**config.mk**
```make
export PLATFORM = sky130hd
export DESIGN_NAME = tip_timer_irq
export DESIGN_NICKNAME = d
export VERILOG_FILES = /design/src/rtl/tip_pkg.sv /design/src/rtl/tip_cmp_slot.sv /design/src/rtl/tip_irq_regs.sv /design/src/rtl/tip_timer_irq.sv
export SDC_FILE = /design/constraint.sdc
export NUM_CORES = 1
export LEC_CHECK = 0
export ABC_AREA = 1
export CAP_MARGIN = 40
export CORE_MARGIN = 4
export CORE_UTILIZATION = 57
export CTS_BUF_LIST = sky130_fd_sc_hd__clkbuf_8 sky130_fd_sc_hd__clkbuf_16
export CTS_CLUSTER_SIZE = 24
export DETAILED_ROUTE_END_ITERATION = 10
export GPL_ROUTABILITY_DRIVEN = 0
export PLACE_DENSITY = 0.87
export SYNTH_ARGS = -nofsm -noshare
export SYNTH_HDL_FRONTEND = slang
export SYNTH_SLANG_ARGS = --single-unit
```
**constraint.sdc**
```tcl
create_clock -name clk -period 3.1 [get_ports clk]
set_input_delay 0.62 -clock clk [delete_from_list [all_inputs] [get_ports clk]]
set_output_delay 0.62 -clock clk [all_outputs]
set_load 0.02 [all_outputs]
```
**src/rtl/tip_pkg.sv**
```systemverilog
package tip_pkg;
  localparam int unsigned XLEN = 32;
  localparam int unsigned AW   = 12;

  localparam logic [AW-1:0] A_MPEND  = 12'h344;
  localparam logic [AW-1:0] A_SPEND  = 12'h144;
  localparam logic [AW-1:0] A_MENAB  = 12'h304;
  localparam logic [AW-1:0] A_SENAB  = 12'h104;
  localparam logic [AW-1:0] A_CNTEN  = 12'h306;
  localparam logic [AW-1:0] A_MCMP_L = 12'h7C0;
  localparam logic [AW-1:0] A_MCMP_H = 12'h7C1;
  localparam logic [AW-1:0] A_SCMP_L = 12'h14D;
  localparam logic [AW-1:0] A_SCMP_H = 12'h15D;

  localparam logic [XLEN-1:0] MPEND_WMASK = 32'h0000_0202;
  localparam logic [XLEN-1:0] SPEND_WMASK = 32'h0000_0002;
  localparam logic [XLEN-1:0] MENAB_WMASK = 32'h0000_0AA2;
  localparam logic [XLEN-1:0] SENAB_WMASK = 32'h0000_0222;

  localparam int unsigned MT_BIT  = 7;
  localparam int unsigned ST_BIT  = 5;
  localparam int unsigned TEN_BIT = 1;

  localparam logic [1:0] PRV_U = 2'b00;
  localparam logic [1:0] PRV_S = 2'b01;
  localparam logic [1:0] PRV_M = 2'b11;
endpackage

```
**src/rtl/tip_cmp_slot.sv**
```systemverilog
module tip_cmp_slot #(
  parameter int unsigned W = 32,
  parameter int unsigned AW = 12,
  parameter logic [AW-1:0] LO_ADDR = '0,
  parameter logic [AW-1:0] HI_ADDR = '1
) (
  input  logic          clk,
  input  logic          rst_n,
  input  logic          wr_en,
  input  logic [AW-1:0] addr,
  input  logic [W-1:0]  wdata,
  input  logic [W-1:0]  t_lo,
  input  logic [W-1:0]  t_hi,
  output logic          due_q
);
  localparam int unsigned DW = 2 * W;

  logic [DW-1:0] cmp_q;
  logic          due_now;

  always_comb begin
    due_now = (t_hi > cmp_q[DW-1:W]) ||
              ((t_hi == cmp_q[DW-1:W]) && (t_lo >= cmp_q[W-1:0]));
  end

  always_ff @(posedge clk) begin
    if (!rst_n) begin
      cmp_q <= '1;
      due_q <= 1'b0;
    end else begin
      if (wr_en && addr == LO_ADDR) cmp_q[W-1:0]  <= wdata;
      if (wr_en && addr == HI_ADDR) cmp_q[DW-1:W] <= wdata;
      due_q <= due_now;
    end
  end

  // compare storage only moves on an accepted write strobe
  p_cmp_hold_r8: assert property (@(posedge clk) disable iff (!rst_n)
    !wr_en |=> $stable(cmp_q));

  // an all-ones compare never makes a timer due for a smaller time
  p_ones_quiet_r1: assert property (@(posedge clk) disable iff (!rst_n)
    ($past(cmp_q) == '1 && {$past(t_hi), $past(t_lo)} != '1) |-> !due_q);
endmodule

```
**src/rtl/tip_irq_regs.sv**
```systemverilog
module tip_irq_regs
  import tip_pkg::*;
#(
  parameter int unsigned W = XLEN
) (
  input  logic          clk,
  input  logic          rst_n,
  input  logic          we,
  input  logic [AW-1:0] addr,
  input  logic [W-1:0]  wdata,
  output logic [W-1:0]  sw_pend,
  output logic [W-1:0]  enab
);
  logic [W-1:0] pend_d, enab_d;

  always_comb begin
    pend_d = sw_pend;
    enab_d = enab;
    if (we) begin
      unique case (addr)
        A_MPEND: pend_d = (sw_pend & ~MPEND_WMASK) | (wdata & MPEND_WMASK);
        A_SPEND: pend_d = (sw_pend & ~SPEND_WMASK) | (wdata & SPEND_WMASK);
        A_MENAB: enab_d = wdata & MENAB_WMASK;
        A_SENAB: enab_d = (enab & ~SENAB_WMASK) | (wdata & SENAB_WMASK);
        default: ;
      endcase
    end
  end

  always_ff @(posedge clk) begin
    if (!rst_n) begin
      sw_pend <= '0;
      enab    <= '0;
    end else begin
      sw_pend <= pend_d;
      enab    <= enab_d;
    end
  end

  // without a write strobe the software-owned words hold
  p_sw_hold_r4: assert property (@(posedge clk) disable iff (!rst_n)
    !we |=> ($stable(sw_pend) && $stable(enab)));
endmodule

```
**src/rtl/tip_timer_irq.sv**
```systemverilog
module tip_timer_irq
  import tip_pkg::*;
(
  input  logic            clk,
  input  logic            rst_n,
  input  logic [XLEN-1:0] time_lo,
  input  logic [XLEN-1:0] time_hi,
  input  logic            csr_we,
  input  logic            csr_re,
  input  logic [AW-1:0]   csr_addr,
  input  logic [XLEN-1:0] csr_wdata,
  input  logic [1:0]      priv,
  output logic [XLEN-1:0] irq_pending,
  output logic [XLEN-1:0] irq_enable,
  output logic            csr_illegal
);
  localparam int unsigned NSLOT = 2;

  logic             ten_q;
  logic             scmp_hit;
  logic             we_ok;
  logic [NSLOT-1:0] due_all;
  logic [XLEN-1:0]  sw_pend;

  always_comb begin
    scmp_hit    = (csr_addr == A_SCMP_L) || (csr_addr == A_SCMP_H);
    csr_illegal = (csr_we || csr_re) && scmp_hit && (priv != PRV_M) && !ten_q;
    we_ok       = csr_we && !csr_illegal;
  end

  always_ff @(posedge clk) begin
    if (!rst_n)                            ten_q <= 1'b0;
    else if (we_ok && csr_addr == A_CNTEN) ten_q <= csr_wdata[TEN_BIT];
  end

  for (genvar i = 0; i < NSLOT; i++) begin : g_slot
    localparam logic [AW-1:0] LO_A = (i == 0) ? A_MCMP_L : A_SCMP_L;
    localparam logic [AW-1:0] HI_A = (i == 0) ? A_MCMP_H : A_SCMP_H;
    tip_cmp_slot #(.W(XLEN), .AW(AW), .LO_ADDR(LO_A), .HI_ADDR(HI_A)) u_slot (
      .clk   (clk),
      .rst_n (rst_n),
      .wr_en (we_ok),
      .addr  (csr_addr),
      .wdata (csr_wdata),
      .t_lo  (time_lo),
      .t_hi  (time_hi),
      .due_q (due_all[i])
    );
  end

  tip_irq_regs #(.W(XLEN)) u_regs (
    .clk     (clk),
    .rst_n   (rst_n),
    .we      (we_ok),
    .addr    (csr_addr),
    .wdata   (csr_wdata),
    .sw_pend (sw_pend),
    .enab    (irq_enable)
  );

  always_comb begin
    irq_pending         = sw_pend;
    irq_pending[MT_BIT] = due_all[0];
    irq_pending[ST_BIT] = due_all[1];
  end

  // machine privilege is never rejected
  p_mach_free_r10: assert property (@(posedge clk) disable iff (!rst_n)
    csr_illegal |-> (priv != PRV_M));

  // the enable bit only rises after a counter-enable write
  p_ten_src_r10: assert property (@(posedge clk) disable iff (!rst_n)
    $rose(ten_q) |-> ($past(csr_we) && $past(csr_addr) == A_CNTEN));

  // a flagged access never coincides with a granted enable bit
  p_gate_r9: assert property (@(posedge clk) disable iff (!rst_n)
    (csr_illegal && csr_we) |=> !$rose(ten_q));
endmodule

```
==> flow_metrics.tcl, run 1 <==
set metrics [dict create \
    drc_errors 0 \
    grt_max_degree 59 \
    cts.hold.buffers_added 0 \
    die_w_um 135 \
    root_buffer "clkbuf_16" \
    fill_cells 1323 \
    hold_viol 0 \
    place_hpwl_mm 17.5 \
    critPathKind "input port to output pin" \
    tightest_slew_ns 0.609 \
    avgSynthCellArea_um2 6.89 \
    via_per_inst 5.22 \
    die_y_um 135 \
    start_util_pct 58.0 \
    numCtsBuffers 17 \
    firstDrtPassIters 6 \
    synthMuxAreaShare_pct 0 \
    cts_tree "yes" \
    htree_levels 4 \
    finalCritPeriodShare_pct 86.0 \
    cpMaxStageDelayCell "clkdlybuf4s50_1" \
    ir_drop_uv 406 \
    cts_num_sinks 138 \
    cp_top_family "buffers and inverters" \
    cp.buffers_inverters 3 \
    dp_slack_ns 0.0885 \
    fin_ws_ns 0.434 \
    hold_path_class "flip-flop to flip-flop" \
    end_kind "output pin" \
    synth-compound-area-share_pct 4.57 \
    dieArea_um2 18200 \
    drv_cap 0 \
    grt_usage_pct 25.9 \
    cp-start-kind "input port" \
    multi_input_area_um2 5210 \
    dp.cells 1635 \
    wl_mm 23.5 \
    max_freq_ghz 0.375 \
    worstPathRequired_ns 2.48 \
    outcome "completed" \
    worst_ep_arrival_time_ns 2.05 \
    io_buffers 123 \
    fin_crit_ns 2.67 \
    power_leakage_nw 6.84 \
    rrSetupSlack_ns 1.27 \
    synth_top_family_by_area "simple AND/OR/NAND/NOR gates" \
    vias 8696 \
    syn_to_final_growth_pct 19.0 \
    cp_max_fo 4 \
    diodes 0 \
    clk_latency_ns 0.43 \
    ff_latch_area_um2 2760 \
    crit_chain "clkdlybuf4s50_1 > nand2_1 > nor2_1 > nand3_1 > nand2_1 > nand2_2 > inv_1 > dlymetal6s2s_1" \
    yosysUniqueCellTypes 26 \
    grt_pass1_wl_mm 38.1 \
    rsz0062_at_grt "false" \
    boundaryPins 179 \
    grt_antenna_before_repair 1 \
    finalSetupViolCount 0 \
    synth_fa_ha_area_share_pct 17.4 \
    num_rows 46 \
    crit_top_cell "nand2_1" \
    cts_buffer_depth 2 \
    clk_pin_slew_worst_paths_ns 0.05 \
    cts_setup_buffers 0 \
    max-slew-margin-rel_pct 59.3 \
    clock_skew_ns 0.00548 \
    drtIter0Drc 547 \
    final_layout_size_suffix_gt1_share_pct 4.28 \
    first_global_vias 8529 \
    core_area_um2 15800 \
    grt_overflow 0 \
    ys_seq_area_share_pct 30.1 \
    setup_tns_ns 0 \
    synth-seq-cells 138 \
    maxSlewViolCount 0 \
    max_stage_delay_ns 0.54 \
    p_per_area_nw_per_um2 379 \
    yosysWarnings 0 \
    synth_simple_gate_area_share_pct 32.4 \
    worst_hold_slack_ns 0.451 \
    synthCells 1332 \
    nets 1680 \
    final_antenna_net_count 0 \
    synth_area_um2 9180 \
    synth-xor-area-share_pct 0 \
    wire_per_inst_um 14.1 \
    fin_cells 1665 \
]
cell type report:
cell class	count	share of cell area [%]
clock buffer	20	4.27
tap	216	2.47
inverter	191	6.56
multi-input combinational	949	47.7
sequential	138	25.3
clock inverter	10	0.722
timing repair buffer	141	13.0
flip-flops by register name (all words and copies together), names as in the netlist:
register and flops:
u_regs.enab 5, u_regs.sw_pend 2, g_slot.u_slot.cmp_q 128, ten_q 1, g_slot.u_slot.due_q 2
report_power, final:
part	internal (W)	switching (W)
Clock	0.00114	0.000752
Combinational	0.000193	0.000274
Sequential	0.00177	0.000000187
Total	0.00311	0.00103
cells in the mapped netlist:
master	instances	share of area (%)
nand2_1	353	14
nand3_1	236	13
inv_1	188	7.7
dfxtp_1	138	30
ha_1	128	17
nor2_1	78	3.2
buf_4	63	5.2
a21oi_1	51	2.8
buf_2	23	1.3
clkbuf_1	18	0.74
o21ai_0	10	0.55
nand4_1	8	0.55
a21o_1	6	0.49
o21a_1	6	0.49
nor3_1	5	0.27
buf_6	4	0.49
nand2_2	4	0.27
inv_2	3	0.12
nand2_4	2	0.25
nand3b_1	2	0.16
a211oi_2	1	0.14
a21boi_2	1	0.12
conb_1	1	0.041
nand3_2	1	0.11
nor2_4	1	0.12
nor3_4	1	0.18
per-stage QoR:
stage          power (W)  instance area (um2)  util, %
4_1_cts          0.00415                10900     69.0
6_report         0.00414                10900     69.0
5_1_grt          0.00429                10900     69.0
2_1_floorplan    0.00207                 9380        -
3_5_place_dp     0.00227                10400     65.5
3_3_place_gp     0.00226                10400     65.5
worst reg2reg max path: stages, from the launching register on:
cell	delay, ns
dfxtp_1	0.33
a211oi_2	0.36
nand2_2	0.10
buf_4	0.16
nand2_2	0.08
nor2_4	0.06
inv_2	0.45
nand2_1	0.14
nand3_1	0.10
logic make-up after synthesis:
logic type      after synthesis
buf+inv                     299
flops                       138
other cells                   1
fa+ha+maj                   128
simple gates                691
compound gates               75
worst paths after layout:
path / startpoint / to / depth (start not counted)
worst min register to register: g_slot[1].u_slot.cmp_q[36] / g_slot[1].u_slot.cmp_q[36] / 2
worst max register to register: ten_q / g_slot[1].u_slot.cmp_q[44] / 8
worst max-delay path: csr_addr[2] / csr_illegal / 8
worst min-delay path: g_slot[1].u_slot.cmp_q[36] / g_slot[1].u_slot.cmp_q[36] / 2
timing repair:
item / 4_1_cts / 5_1_grt
endpoints found under the setup margin: 0 / 1
endpoints found under the hold margin: 0 / 0
gates resized for setup: 0 / 1
layer usage:
metal | global-route usage [%] | up-vias | share of wire (%)
met3 | 7.04 | 98 | 8.7
li1 | - | 4351 | -
met5 | 0 | - | 0.043
met2 | 44.2 | 368 | 47
met1 | 29.6 | 3877 | 39
met4 | 13.9 | 2 | 5.4
layout by cell type (no fill, tap or decap):
cell type,count
clkinv_4,1
clkinvlp_4,1
dlymetal6s2s_1,1
a21oi_1,51
inv_1,190
dfxtp_1,138
a21boi_4,1
buf_12,4
nand2_1,353
bufinv_16,1
o21ai_0,10
clkdlybuf4s50_1,121
nor2_4,1
nor2_2,1
nand2_4,2
conb_1,55
nand3b_1,2
nand2_2,4
buf_4,15
inv_2,3
nor2_1,77
clkinv_2,5
ha_1,128
nor3_4,1
clkbuf_16,17
nand3_2,1
a211oi_2,1
nand4_1,8
clkbuf_8,3
o21a_1,6
a21o_1,6
nand3_1,236
nor3_1,5
(Power assumes the default switching activity.)
==> run 2: changes to the inputs <==
--- a/config.mk
+++ b/config.mk
@@ -14,6 +14,7 @@
 export DETAILED_ROUTE_END_ITERATION = 10
 export GPL_ROUTABILITY_DRIVEN = 0
 export PLACE_DENSITY = 0.87
+export SKIP_CTS_REPAIR_TIMING = 1
 export SYNTH_ARGS = -nofsm -noshare
 export SYNTH_HDL_FRONTEND = slang
 export SYNTH_SLANG_ARGS = --single-unit
==> results of run 2 <==
No change in the layout: final DEF, timing and power equal those of run 1.
